`config.mk`:
```
export PLATFORM = sky130hd
export DESIGN_NAME = apdma_top
export DESIGN_NICKNAME = d
export VERILOG_FILES = /design/src/rtl/apdma_pkg.sv /design/src/rtl/apdma_datapath.sv /design/src/rtl/apdma_ctrl.sv /design/src/rtl/apdma_top.sv
export SDC_FILE = /design/constraint.sdc
export NUM_CORES = 2
export LEC_CHECK = 0
export ABC_AREA = 1
export BUFFER_PORTS_ARGS = -buffer_cell sky130_fd_sc_hd__buf_2
export CAP_MARGIN = 5
export CORE_MARGIN = 3
export CORE_UTILIZATION = 50
export DETAILED_ROUTE_END_ITERATION = 10
export PLACE_DENSITY = 0.62
export SYNTH_ARGS = -nofsm -noshare
export SYNTH_HDL_FRONTEND = slang
export SYNTH_SLANG_ARGS = --single-unit
```
`constraint.sdc`:
```
create_clock -name clk -period 6.2 [get_ports clk]
set_clock_uncertainty 0.2 [all_clocks]
set_input_delay 0.62 -clock clk [delete_from_list [all_inputs] [get_ports clk]]
set_output_delay 0.62 -clock clk [all_outputs]
set_load 0.02 [all_outputs]
```
`src/rtl/apdma_pkg.sv`:
```
package apdma_pkg;
  localparam int BEAT_W = 5;

  typedef struct packed {
    logic flush;
    logic loadAddr;
    logic push;
  } dpStrobe_t;

  typedef enum logic [1:0] {ST_IDLE, ST_ARM, ST_REQ, ST_RECV} engState_t;

  localparam logic [3:0] RA_CFG   = 4'd0;
  localparam logic [3:0] RA_GO    = 4'd1;
  localparam logic [3:0] RA_HALT  = 4'd2;
  localparam logic [3:0] RA_THR   = 4'd3;
  localparam logic [3:0] RA_START = 4'd4;
  localparam logic [3:0] RA_STOP  = 4'd8;
  localparam logic [3:0] RA_MASK  = 4'd12;
  localparam logic [3:0] RA_STAT  = 4'd13;
  localparam logic [3:0] RA_MUTE  = 4'd14;
endpackage

```
`src/rtl/apdma_datapath.sv`:
```
module apdma_datapath
  import apdma_pkg::*;
#(
  parameter int ADDR_W     = 32,
  parameter int DATA_W     = 32,
  parameter int FIFO_DEPTH = 64,
  localparam int LVL_W     = $clog2(FIFO_DEPTH + 1),
  localparam int WORD_W    = ADDR_W - 2,
  localparam int LEFT_W    = ADDR_W - 1
) (
  input  logic              clk,
  input  logic              rstN,
  input  dpStrobe_t         strobe,
  input  logic [WORD_W-1:0] startWord,
  input  logic [WORD_W-1:0] stopWord,
  input  logic [DATA_W-1:0] rspData,
  input  logic              pop,
  output logic [WORD_W-1:0] curWord,
  output logic [LEFT_W-1:0] wordsLeft,
  output logic [DATA_W-1:0] headData,
  output logic [LVL_W-1:0]  level
);
  localparam int PTR_W = $clog2(FIFO_DEPTH);

  logic [DATA_W-1:0] mem [FIFO_DEPTH];
  logic [PTR_W-1:0]  wrPtr, rdPtr;
  logic              doPush, doPop;

  assign doPush = strobe.push && !strobe.flush;
  assign doPop  = pop && (level != '0) && !strobe.flush;

  always_ff @(posedge clk or negedge rstN) begin
    if (!rstN)                curWord <= '0;
    else if (strobe.loadAddr) curWord <= startWord;
    else if (strobe.push)     curWord <= curWord + WORD_W'(1);
  end

  assign wordsLeft = (curWord > stopWord) ? '0
                   : LEFT_W'(stopWord - curWord) + LEFT_W'(1);

  always_ff @(posedge clk) begin
    if (doPush) mem[wrPtr] <= rspData;
  end

  always_ff @(posedge clk or negedge rstN) begin
    if (!rstN) begin
      wrPtr <= '0;
      rdPtr <= '0;
      level <= '0;
    end else if (strobe.flush) begin
      wrPtr <= '0;
      rdPtr <= '0;
      level <= '0;
    end else begin
      wrPtr <= wrPtr + PTR_W'(doPush);
      rdPtr <= rdPtr + PTR_W'(doPop);
      level <= level + LVL_W'(doPush) - LVL_W'(doPop);
    end
  end

  assign headData = mem[rdPtr];

  AST_NO_OVERFLOW: assert property (@(posedge clk) disable iff (!rstN)
    strobe.push |-> (level < LVL_W'(FIFO_DEPTH)));
  AST_FLUSH_EMPTY: assert property (@(posedge clk) disable iff (!rstN)
    strobe.flush |=> (level == '0));
endmodule

```
`src/rtl/apdma_ctrl.sv`:
```
module apdma_ctrl
  import apdma_pkg::*;
#(
  parameter int ADDR_W     = 32,
  parameter int FIFO_DEPTH = 64,
  parameter int THR_BYTES  = 32,
  localparam int LVL_W     = $clog2(FIFO_DEPTH + 1),
  localparam int WORD_W    = ADDR_W - 2,
  localparam int LEFT_W    = ADDR_W - 1
) (
  input  logic              clk,
  input  logic              rstN,
  input  logic              regWr,
  input  logic [3:0]        regAddr,
  input  logic [7:0]        regWdata,
  output logic [7:0]        regRdata,
  input  logic              reqReady,
  input  logic              rspValid,
  input  logic              rspErr,
  input  logic [WORD_W-1:0] curWord,
  input  logic [LEFT_W-1:0] wordsLeft,
  input  logic [LVL_W-1:0]  level,
  output dpStrobe_t         strobe,
  output logic [WORD_W-1:0] startWord,
  output logic [WORD_W-1:0] stopWord,
  output logic              reqValid,
  output logic [ADDR_W-1:0] reqAddr,
  output logic [BEAT_W-1:0] reqBeats,
  output logic              reqLock,
  output logic              irq
);
  localparam int ADDR_BYTES = ADDR_W / 8;
  localparam int THR_SHIFT  = $clog2(THR_BYTES / 4);

  logic [3:0]        cfgQ;
  logic [7:0]        thrQ, maskQ;
  logic [5:0]        muteQ, statQ, setVec, clrVec, maskEff;
  logic [ADDR_W-1:0] startQ, stopQ;
  engState_t         stateQ, stateD;
  logic [BEAT_W-1:0] beatsQ, beatsD, beatsLeftQ, beatsLeftD, burstLen, beatsNext;
  logic              emptyQ, fullQ, irqQ;
  logic              goStb, haltStb, loadStb, pushStb, doneSet, retrySet, lostSet, errSet;
  logic              canIssue;

  assign goStb   = regWr && regAddr == RA_GO   && regWdata[0];
  assign haltStb = regWr && regAddr == RA_HALT && regWdata[0];

  always_ff @(posedge clk or negedge rstN) begin
    if (!rstN) begin
      cfgQ  <= '0;
      thrQ  <= 8'h80;
      maskQ <= 8'hFF;
      muteQ <= 6'h3F;
    end else if (regWr) begin
      case (regAddr)
        RA_CFG:  cfgQ  <= regWdata[3:0];
        RA_THR:  thrQ  <= regWdata;
        RA_MASK: maskQ <= regWdata;
        RA_MUTE: muteQ <= regWdata[5:0];
        default: ;
      endcase
    end
  end

  for (genvar b = 0; b < ADDR_BYTES; b++) begin : g_addrByte
    always_ff @(posedge clk or negedge rstN) begin
      if (!rstN) begin
        startQ[8*b +: 8] <= '0;
        stopQ[8*b +: 8]  <= '0;
      end else if (regWr) begin
        if (regAddr == 4'(RA_START + b)) startQ[8*b +: 8] <= regWdata;
        if (regAddr == 4'(RA_STOP + b))  stopQ[8*b +: 8]  <= regWdata;
      end
    end
  end

  assign startWord = startQ[ADDR_W-1:2];
  assign stopWord  = stopQ[ADDR_W-1:2];

  always_comb begin
    if (!cfgQ[0])            burstLen = BEAT_W'(1);
    else if (cfgQ[2:1] == 0) burstLen = BEAT_W'(4);
    else if (cfgQ[2:1] == 1) burstLen = BEAT_W'(8);
    else                     burstLen = BEAT_W'(16);
  end

  assign beatsNext = (wordsLeft < LEFT_W'(burstLen)) ? BEAT_W'(wordsLeft) : burstLen;
  assign canIssue  = (32'(level) < (32'(thrQ) << THR_SHIFT)) &&
                     (32'(level) + 32'(beatsNext) <= 32'(FIFO_DEPTH));

  always_comb begin
    stateD     = stateQ;
    beatsD     = beatsQ;
    beatsLeftD = beatsLeftQ;
    loadStb    = 1'b0;
    pushStb    = 1'b0;
    doneSet    = 1'b0;
    retrySet   = 1'b0;
    if (haltStb) begin
      stateD = ST_IDLE;
    end else if (goStb) begin
      loadStb  = 1'b1;
      retrySet = (stateQ != ST_IDLE);
      stateD   = ST_ARM;
    end else begin
      case (stateQ)
        ST_ARM: begin
          if (wordsLeft == '0) begin
            doneSet = 1'b1;
            stateD  = ST_IDLE;
          end else if (canIssue) begin
            beatsD = beatsNext;
            stateD = ST_REQ;
          end
        end
        ST_REQ: begin
          if (reqReady) begin
            beatsLeftD = beatsQ;
            stateD     = ST_RECV;
          end
        end
        ST_RECV: begin
          if (rspValid) begin
            pushStb    = 1'b1;
            beatsLeftD = beatsLeftQ - BEAT_W'(1);
            if (beatsLeftQ == BEAT_W'(1)) begin
              if (wordsLeft == LEFT_W'(1)) begin
                doneSet = 1'b1;
                stateD  = ST_IDLE;
              end else begin
                stateD = ST_ARM;
              end
            end
          end
        end
        default: ;
      endcase
    end
  end

  always_ff @(posedge clk or negedge rstN) begin
    if (!rstN) begin
      stateQ     <= ST_IDLE;
      beatsQ     <= '0;
      beatsLeftQ <= '0;
    end else begin
      stateQ     <= stateD;
      beatsQ     <= beatsD;
      beatsLeftQ <= beatsLeftD;
    end
  end

  assign strobe.flush    = regWr && regAddr == RA_CFG && regWdata[7];
  assign strobe.loadAddr = loadStb;
  assign strobe.push     = pushStb;

  assign lostSet = rspValid && stateQ != ST_RECV;
  assign errSet  = rspValid && rspErr && stateQ == ST_RECV;
  assign setVec  = {errSet, lostSet, retrySet, doneSet,
                    level == LVL_W'(FIFO_DEPTH) && !fullQ, level == '0 && !emptyQ};
  assign clrVec  = (regWr && regAddr == RA_STAT) ? regWdata[5:0] : 6'b0;
  assign maskEff = {maskQ[5:3], maskQ[7], maskQ[1:0]};

  always_ff @(posedge clk or negedge rstN) begin
    if (!rstN) begin
      statQ  <= '0;
      emptyQ <= 1'b1;
      fullQ  <= 1'b0;
      irqQ   <= 1'b0;
    end else begin
      statQ  <= (statQ & ~clrVec) | setVec;
      emptyQ <= (level == '0);
      fullQ  <= (level == LVL_W'(FIFO_DEPTH));
      irqQ   <= |(statQ & ~muteQ & ~maskEff);
    end
  end

  assign irq      = irqQ;
  assign reqValid = (stateQ == ST_REQ);
  assign reqAddr  = {curWord, 2'b00};
  assign reqBeats = beatsQ;
  assign reqLock  = reqValid && cfgQ[3];

  always_comb begin
    regRdata = '0;
    case (regAddr)
      RA_CFG:  regRdata = {4'b0, cfgQ};
      RA_THR:  regRdata = thrQ;
      RA_MASK: regRdata = maskQ;
      RA_STAT: regRdata = {2'b0, statQ};
      RA_MUTE: regRdata = {2'b0, muteQ};
      default: ;
    endcase
    for (int b = 0; b < ADDR_BYTES; b++) begin
      if (regAddr == 4'(RA_START + b)) regRdata = startQ[8*b +: 8];
      if (regAddr == 4'(RA_STOP + b))  regRdata = stopQ[8*b +: 8];
    end
  end

  AST_REQ_HOLD: assert property (@(posedge clk) disable iff (!rstN)
    reqValid && !reqReady && !haltStb && !goStb |=> reqValid && $stable(reqAddr) && $stable(reqBeats));
  AST_BEATS_LEGAL: assert property (@(posedge clk) disable iff (!rstN)
    reqValid |-> (reqBeats >= BEAT_W'(1)) && (reqBeats <= BEAT_W'(16)));
  AST_NO_CROSS: assert property (@(posedge clk) disable iff (!rstN)
    reqValid |-> ((ADDR_W+1)'(curWord) + (ADDR_W+1)'(reqBeats) <= (ADDR_W+1)'(stopWord) + (ADDR_W+1)'(1)));
  AST_HALT_IDLE: assert property (@(posedge clk) disable iff (!rstN)
    haltStb |=> !reqValid && !strobe.push);
endmodule

```
`src/rtl/apdma_top.sv`:
```
module apdma_top
  import apdma_pkg::*;
#(
  parameter int ADDR_W     = 32,
  parameter int DATA_W     = 32,
  parameter int FIFO_DEPTH = 64,
  parameter int THR_BYTES  = 32,
  localparam int LVL_W     = $clog2(FIFO_DEPTH + 1)
) (
  input  logic              clk,
  input  logic              rstN,
  input  logic              regWr,
  input  logic [3:0]        regAddr,
  input  logic [7:0]        regWdata,
  output logic [7:0]        regRdata,
  output logic              memReqValid,
  input  logic              memReqReady,
  output logic [ADDR_W-1:0] memReqAddr,
  output logic [BEAT_W-1:0] memReqBeats,
  output logic              memReqLock,
  input  logic              memRspValid,
  input  logic [DATA_W-1:0] memRspData,
  input  logic              memRspErr,
  input  logic              fifoPop,
  output logic [DATA_W-1:0] fifoData,
  output logic [LVL_W-1:0]  fifoLevel,
  output logic              irq
);
  dpStrobe_t           strobe;
  logic [ADDR_W-3:0]   curWord, startWord, stopWord;
  logic [ADDR_W-2:0]   wordsLeft;

  apdma_ctrl #(.ADDR_W(ADDR_W), .FIFO_DEPTH(FIFO_DEPTH), .THR_BYTES(THR_BYTES)) uCtrl (
    .clk(clk), .rstN(rstN), .regWr(regWr), .regAddr(regAddr), .regWdata(regWdata),
    .regRdata(regRdata), .reqReady(memReqReady), .rspValid(memRspValid), .rspErr(memRspErr),
    .curWord(curWord), .wordsLeft(wordsLeft), .level(fifoLevel), .strobe(strobe),
    .startWord(startWord), .stopWord(stopWord), .reqValid(memReqValid), .reqAddr(memReqAddr),
    .reqBeats(memReqBeats), .reqLock(memReqLock), .irq(irq)
  );

  apdma_datapath #(.ADDR_W(ADDR_W), .DATA_W(DATA_W), .FIFO_DEPTH(FIFO_DEPTH)) uDp (
    .clk(clk), .rstN(rstN), .strobe(strobe), .startWord(startWord), .stopWord(stopWord),
    .rspData(memRspData), .pop(fifoPop), .curWord(curWord), .wordsLeft(wordsLeft),
    .headData(fifoData), .level(fifoLevel)
  );
endmodule

```
Word level (Yosys, flattened, before mapping)
Memories as Yosys holds them, arrays and structs flattened.
Index checks and enable logic that the tools add are counted.
{"block": "word_totals", "reg_bits": 160, "ram_bits": 2048, "inputBits": 51, "output_inout_bits": 87, "word_cells": 169, "mem_count": 1}
{"name": "uDp.mem", "depth": 64, "word_bits": 32, "read_ports": 1, "rd_clocked_by_memory_dff": 0, "write_ports": 1, "line_no": "apdma_datapath.sv:25", "rtl": "logic [DATA_W-1:0] mem [FIFO_DEPTH];"}
{"block": "classes", "add_sub_neg": 9, "n_lt_le_gt_ge": 4, "eq_ne": 28, "muxes": 49, "bitwise": 10, "reduce_logical": 45}
{"op": "$mux 8", "n": 8}
{"op": "$mux 30", "n": 2}
{"op": "$pmux 8 s5", "n": 1}
{"op": "$le 32x7->1 const B", "n": 1}
{"op": "$add 31x1->31 const B", "n": 1}
{"op": "$eq 31x1->1 const B", "n": 1}
{"op": "$logic_not 31->1", "n": 1}
{"op": "$lt 31x5->1", "n": 1}
{"op": "$mux 31", "n": 1}
{"op": "$sub 30x30->31", "n": 1}
{"op": "$add 30x1->30 const B", "n": 1}
{"op": "$gt 30x30->1", "n": 1}
{"op": "$mux 5", "n": 6}
{"op": "$eq 4x4->1 const B", "n": 7}
{"op": "$reduce_and 2->1", "n": 12}
{"op": "$and 6x6->6", "n": 3}
{"op": "$mux 6", "n": 3}
{"op": "$not 6->6", "n": 3}
{"op": "$logic_and 1x1->1", "n": 17}
{"op": "$mux 1", "n": 17}
{"op": "$eq 4x3->1 const B", "n": 4}
{"op": "$reduce_and 5->1", "n": 3}
{"op": "$mux 2", "n": 7}
{"op": "$add 6x1->6", "n": 2}
{"op": "30 further kinds", "n": 41}

Longest topological paths before layout
{"block": "depth", "ltp_word": 14, "ltp_mapped": 37, "depth_no_buf": 36}

By module
Synthesis repeated with hierarchy kept, for this count alone.
{"block": "hier_totals", "cells_unflattened": 8710, "hier_area_um2": 95392.7}
{"module": "apdma_datapath", "instances": 1, "cells_per_inst": 7802, "area_per_inst_um2": 88648.8, "seq_area_each_um2": 62725.2}
{"module": "apdma_ctrl", "instances": 1, "cells_per_inst": 908, "area_per_inst_um2": 6744.0, "seq_area_each_um2": 2797.7}

Least setup slack after synthesis
Ideal clock, no wire load.
{"block": "synth_path", "kind": "register to register", "startpoint": "register uDp.curWord[1]", "endpoint": "register uCtrl.beatsQ[3], in the netlist uCtrl.reqBeats[3]", "setup_time_ns": 0.117, "t_arrival_ns": 4.673, "required_time_ns": 5.883, "path_slack_ns": 1.210, "path_stages_with_launch": 33, "n_path_buf": 0, "period_less_slack_ns": 4.990, "path_cell_list": "dfrtp_1 > ha_1 > inv_1 > ha_1 > fa_1 > nand3_1 > nand2_1 > nand3_1 > nand2_1 > nand2_1 > nand2_1 > nand2_1 > nand3b_1 > nand3_1 > nand2_1 > nor2_1 > nand2_1 > nor2_4 > nand3_1 > and2_1 > ha_1 > fa_1 > nand2_1 > nand2_1 > a21oi_1 > nor2_1 > o21ai_0 > xor2_1 > o211ai_1 > nor2_4 > inv_2 > nand2_1 > nand2_1"}
{"block": "synth_via", "elab_chain_len": 9, "word_cells_on_any_way": 12, "classes_between": "add/sub: 3; order compare: 3; mux: 2; bitwise: 1; reduce/logical: 3"}
{"element": "start: declaration", "line_no": "apdma_datapath.sv:18", "rtl": "output logic [WORD_W-1:0] curWord,"}
{"element": "start signal: assignment", "line_no": "apdma_datapath.sv:34", "rtl": "else if (strobe.loadAddr) curWord <= startWord;"}
{"element": "start signal: assignment", "line_no": "apdma_datapath.sv:35", "rtl": "else if (strobe.push) curWord <= curWord + WORD_W'(1);"}
{"element": "$sub 30x30->31", "line_no": "apdma_datapath.sv:39", "rtl": ": LEFT_W'(stopWord - curWord) + LEFT_W'(1);"}
{"element": "$add 31x1->31", "line_no": "apdma_datapath.sv:39"}
{"element": "$mux 31 (*)", "line_no": "apdma_datapath.sv:38", "rtl": "assign wordsLeft = (curWord > stopWord) ? '0"}
{"element": "$lt 31x5->1", "line_no": "apdma_ctrl.sv:87", "rtl": "assign beatsNext = (wordsLeft < LEFT_W'(burstLen)) ? BEAT_W'(wordsLeft) : burstLen;"}
{"element": "$mux 5 (*)", "line_no": "apdma_ctrl.sv:87"}
{"element": "net uCtrl.beatsNext[0]", "line_no": "apdma_ctrl.sv:40", "rtl": "logic [BEAT_W-1:0] beatsQ, beatsD, beatsLeftQ, beatsLeftD, burstLen, beatsNext;"}
{"element": "$add 7x5->8 (*)", "line_no": "apdma_ctrl.sv:89", "rtl": "(32'(level) + 32'(beatsNext) <= 32'(FIFO_DEPTH));"}
{"element": "$le 32x7->1 (*)", "line_no": "apdma_ctrl.sv:89"}
{"element": "$logic_and 1x1->1 (*)", "line_no": "apdma_ctrl.sv:88", "rtl": "assign canIssue = (32'(level) < (32'(thrQ) << THR_SHIFT)) &&"}
{"element": "$reduce_and 5->1 (no line) (*)"}
{"element": "end signal: assignment", "line_no": "apdma_ctrl.sv:148", "rtl": "beatsQ <= beatsD;"}
{"element": "end: declaration", "line_no": "apdma_ctrl.sv:40"}
Mark *: on every way through the listed nets, which the timed path passes. The rest lies on a longest branch.
A chain may end at the register's enable or synchronous reset.

Worst setup path after layout
{"block": "layout_path", "startpoint": "register uDp.curWord[8]", "endpoint": "register uCtrl.stateQ[1]"}
{"block": "layout_via", "elab_chain_len": 10, "word_cells_on_any_way": 16, "classes_between": "add/sub: 3; order compare: 3; eq/ne: 1; mux: 6; reduce/logical: 3"}
{"element": "$sub 30x30->31", "line_no": "apdma_datapath.sv:39"}
{"element": "$add 31x1->31", "line_no": "apdma_datapath.sv:39"}
{"element": "$mux 31 (*)", "line_no": "apdma_datapath.sv:38"}
{"element": "$lt 31x5->1", "line_no": "apdma_ctrl.sv:87"}
{"element": "$mux 5 (*)", "line_no": "apdma_ctrl.sv:87"}
{"element": "net uCtrl.beatsNext[0]", "line_no": "apdma_ctrl.sv:40"}
{"element": "$add 7x5->8 (*)", "line_no": "apdma_ctrl.sv:89"}
{"element": "$le 32x7->1 (*)", "line_no": "apdma_ctrl.sv:89"}
{"element": "$logic_and 1x1->1 (*)", "line_no": "apdma_ctrl.sv:88"}
{"element": "$ne 5x1->1 (no line) (*)"}
{"element": "$reduce_and 5->1 (no line) (*)"}
{"element": "end signal: assignment", "line_no": "apdma_ctrl.sv:147", "rtl": "stateQ <= stateD;"}
{"element": "end: declaration", "line_no": "apdma_ctrl.sv:39", "rtl": "engState_t stateQ, stateD;"}
Marked as above.

==> impl_results.md <==
* Status: finished clean
* Initial DRC count at 7956
* Crit-path leading delay family: simple AND/OR/NAND/NOR gates
* Wire length of the first global-routing pass at 403 mm
* Register-to-register path setup slack at 0.52 ns
* Clock tree from TritonCTS: built
* Routed wirelength normalized by instance count at 26.6 um
* Standard-cell row count at 156
* Max-slew violation count at 0
* Placeable core region at roughly 0.18 mm2
* Asr flop ratio synth at 7.25%
* Level count of the clock H-tree at 4
* Clock buffers created by TritonCTS at 219
* Worst setup path class: flip-flop to flip-flop
* Class of the most critical hold timing path: input pin to flip-flop
* Setup repair after global routing missed its margin: no
* Worst R2R Path Depth at 32
* Summed area of non-filler cells in the final layout at around 0.10 mm2
* Nets at between 7000 and 8000
* Post-DR vias/cell at 6.10
* Filler instances at 14900
* Cells after DPL at 9964
* Delay of the slowest cell on the worst path at 0.44 ns
* Maximum count of clock buffers along a single path at 3
* Sum of internal, switching and leakage power at 49300 uW
* Antenna violations before repair at 14
* Final worst path period share at 91.6%
* Overflow left after global routing at 0
* Crit Path Max Fanout at 6
* Area of the die at about 0.19 mm2
* Final setup violation count at 0
* Chip Height at roughly 430 um
* Hold depth at 4
* Fmax at between 150 and 200 MHz
* Leading cell types by count after synthesis: edfxtp_1 (2048), nor2_1 (1559), o21ai_0 (1454)
* Cell Pwr Density at 474 mW/mm2
* Global Route met1 Usage at about two fifths
* Cell types with the largest area share after synthesis: edfxtp_1 (67%), o21ai_0 (7.9%), nor2_1 (6.4%)
* Worst hold path endpoint: uCtrl.cfgQ[0]$_DFFE_PN0P_
* Worst Path Buf+Inv at 2
* Yosys reg bits at 2208
* Data required time at the worst endpoint at just under 7 ns
* Weighted congestion at the end of routability-driven global placement at 0.903
* YS warnings at 0
* Total via count after detailed routing at 63400
* Leak Pwr at 0.0351 uW
* Setup TNS Final at 0 ns
* Sort of element at the end of the critical path: flip-flop
* Max-cap violations at 0
* Critical Path Most Common Cell: nand2_1
* Synthesized area at between 0.09 and 0.1 mm2
* Met2 Resource Use GR at 45.6%
* Clock period minus worst slack at 5.68 ns
* CTS Root Cell: clkbuf_16
* Number of distinct standard cells referenced by the synthesized netlist at between 50 and 60
* Hold violation count in the final report at 0
* DRC violation count after routing at 0
* Area growth, synth to finish at 13.0%
* Crit path setup slack, layout at between 0.5 and 0.6 ns
* Most numerous cell in the Yosys netlist: edfxtp_1
* Slowest cell on the critical path: dfrtp_1
* CP Launch Type: flip-flop
* DP Wirelength at approximately 160 mm
* Most area-hungry cell type in the Yosys netlist: edfxtp_1
* Number of nets with antenna violations after routing at 0
* Grt peak-use layer: met2
* Pin count of the biggest net entering global routing at 132
* Reg-to-reg critical path startpoint: uDp.curWord[8]$_DFFE_PN0P_
* Number of primary I/O pins at 138
* Max_slew headroom at between 15 and 20%
* Reg2Reg Capture Point: uCtrl.stateQ[1]$_DFFE_PN0P_
* Placed Instance Area at between 0.09 and 0.1 mm2
* Horizontal die dimension at 435 um
* Slew of the pin with the lowest slew margin at ~1.2 ns
* Skew-Pair Late Insertion Delay at ~0.86 ns
* Yosys top cell area share at 66.9%
* Setup slack at placement at 0.511 ns
* All-layer global routing usage at 28.5%
* Worst voltage drop across the vdd grid at 0.000343 V
* Clock-pin slew on the worst setup and hold paths at around 0.060 ns
* Worst hold path startpoint: regAddr[1]
* Count of placed standard cells in the final layout, fillers left out at 10400
* Mapped Cells at approximately 7700
* Fraction of layout instances using a drive strength above 1 at about a tenth
* Primary FF master, synth: edfxtp_1
* Post-synthesis sequential area ratio at 71.3%
* Count of flip-flops with a built-in enable after synthesis at between 2000 and 2500
* Post-synthesis average cell area at 12.0 um2
* Initial cell density of the core at 50.6%
* Met3 Usage GRT at 4.57%
* Via count of the first global-routing pass at 59900
* Arr. time, crit path at between 6 and 7 ns
* Wire length after detailed routing at about 280 mm
* Detailed Routing Iterations Pass 1 at 9
* Port Buf Inserts at 135
* CTS Sinks at 2208
## worst register-to-register path, delay by kind of cell, from the launching register on
kind,cells,cell delay [ns]
DFF,1,0.44
and+or+nand+nor,19,2.16
xor gates and xnor gates,1,0.20
AOI/OAI and AO/OA,6,1.03
buffers and inverters,2,0.23
adders and majority gates,4,1.32
## cell usage in the layout, fill, tap and decap left out, drive strengths merged, types with 5 or more instances in the layout
| cell type | n |
|---|---|
| xor2 | 29 |
| o22ai | 647 |
| and2 | 5 |
| inv | 278 |
| clkbuf | 271 |
| buf | 339 |
| clkinvlp | 5 |
| a22oi | 18 |
| o32ai | 33 |
| dlygate4sd3 | 5 |
| nor3 | 30 |
| nand3b | 9 |
| diode | 8 |
| bufinv | 23 |
| o2111ai | 10 |
| o21bai | 8 |
| edfxtp | 2048 |
| o221ai | 9 |
| clkinv | 106 |
| nand4 | 30 |
| nor4 | 9 |
| ha | 112 |
| dfrtp | 144 |
| o21ai | 1459 |
| dfstp | 16 |
| nand3 | 115 |
| o211ai | 12 |
| nand2 | 489 |
| a21oi | 66 |
| nor2 | 1574 |
## stage by stage
step | util, % | hold slack [ns]
4_1_cts | 57.1 | 0.0410
2_1_floorplan | - | 0.124
3_3_place_gp | 53.2 | 0.225
6_report | 57.2 | 0.119
5_1_grt | 57.2 | 0.0862
3_5_place_dp | 53.2 | 0.235
## per-layer routing
| metal | up-vias | wire, um |
|---|---|---|
| li1 | 28200 | - |
| met5 | - | 23 |
| met1 | 31500 | 111000 |
| met2 | 3059 | 130000 |
| met3 | 549 | 23100 |
| met4 | 2 | 11500 |
## power breakdown
group / internal [uW] / leakage, uW / switching (uW) / total (uW)
clock network: 7570 / 0.00353 / 5720 / 13300
logic: 5300 / 0.0112 / 13200 / 18500
registers: 16700 / 0.0204 / 746 / 17500
## worst max-delay path by stage
stage,startpoint,end,slack [ns],cells past startpoint
floorplan,uDp.curWord[1]$_DFFE_PN0P_,uCtrl.reqBeats[3]$_DFFE_PN0P_,1.21,32
global placement,uCtrl.stopWord[1]$_DFFE_PN0P_,uCtrl.reqBeats[0]$_DFFE_PN0P_,0.62,33
detailed placement,uCtrl.stopWord[1]$_DFFE_PN0P_,uCtrl.reqBeats[3]$_DFFE_PN0P_,0.51,33
CTS,uCtrl.stopWord[1]$_DFFE_PN0P_,uCtrl.stateQ[1]$_DFFE_PN0P_,0.40,33
global route,uCtrl.stopWord[1]$_DFFE_PN0P_,uCtrl.stateQ[1]$_DFFE_PN0P_,0.002,37
finish,uDp.curWord[8]$_DFFE_PN0P_,uCtrl.stateQ[1]$_DFFE_PN0P_,0.52,32
## flip-flops by register name (all words and copies together) (netlist names), 6 cells and up
name,cells
uCtrl.maskQ,8
uCtrl.muteQ,6
uCtrl.startWord,30
uCtrl.statQ,6
uCtrl.stopWord,30
uCtrl.thrQ,8
uDp.curWord,30
uDp.level,7
uDp.mem,2048
uDp.rdPtr,6
uDp.wrPtr,6
## layout make-up
cell class	instances	area, um2	share of cell area [%]
clock buffers	271	5770	5.55
clock inverters	140	1430	1.37
diodes	8	20.0	0.0193
well taps	2449	3060	2.95
flip-flops and latches	2208	65500	63.1
inverters	272	1050	1.01
repair buffers	344	3050	2.94
multi-input cells	4698	24000	23.1
## cell families after synthesis
logic type	count (synthesis)	share of synthesized area [%]
compound gates	2281	13.7
simple gates	2266	9.92
flops	2208	71.3
buf+inv	754	3.19
fa+ha+maj	116	1.61
xor+xnor	33	0.314
other cells	1	0.00408
## timing repair
action,in CTS,in global routing
endpoints found under the hold margin,71,0
hold buffers,5,0
setup endpoints to repair,0,6
buffers inserted,0,2
resized for setup,0,1
(Power assumes the default switching activity.)
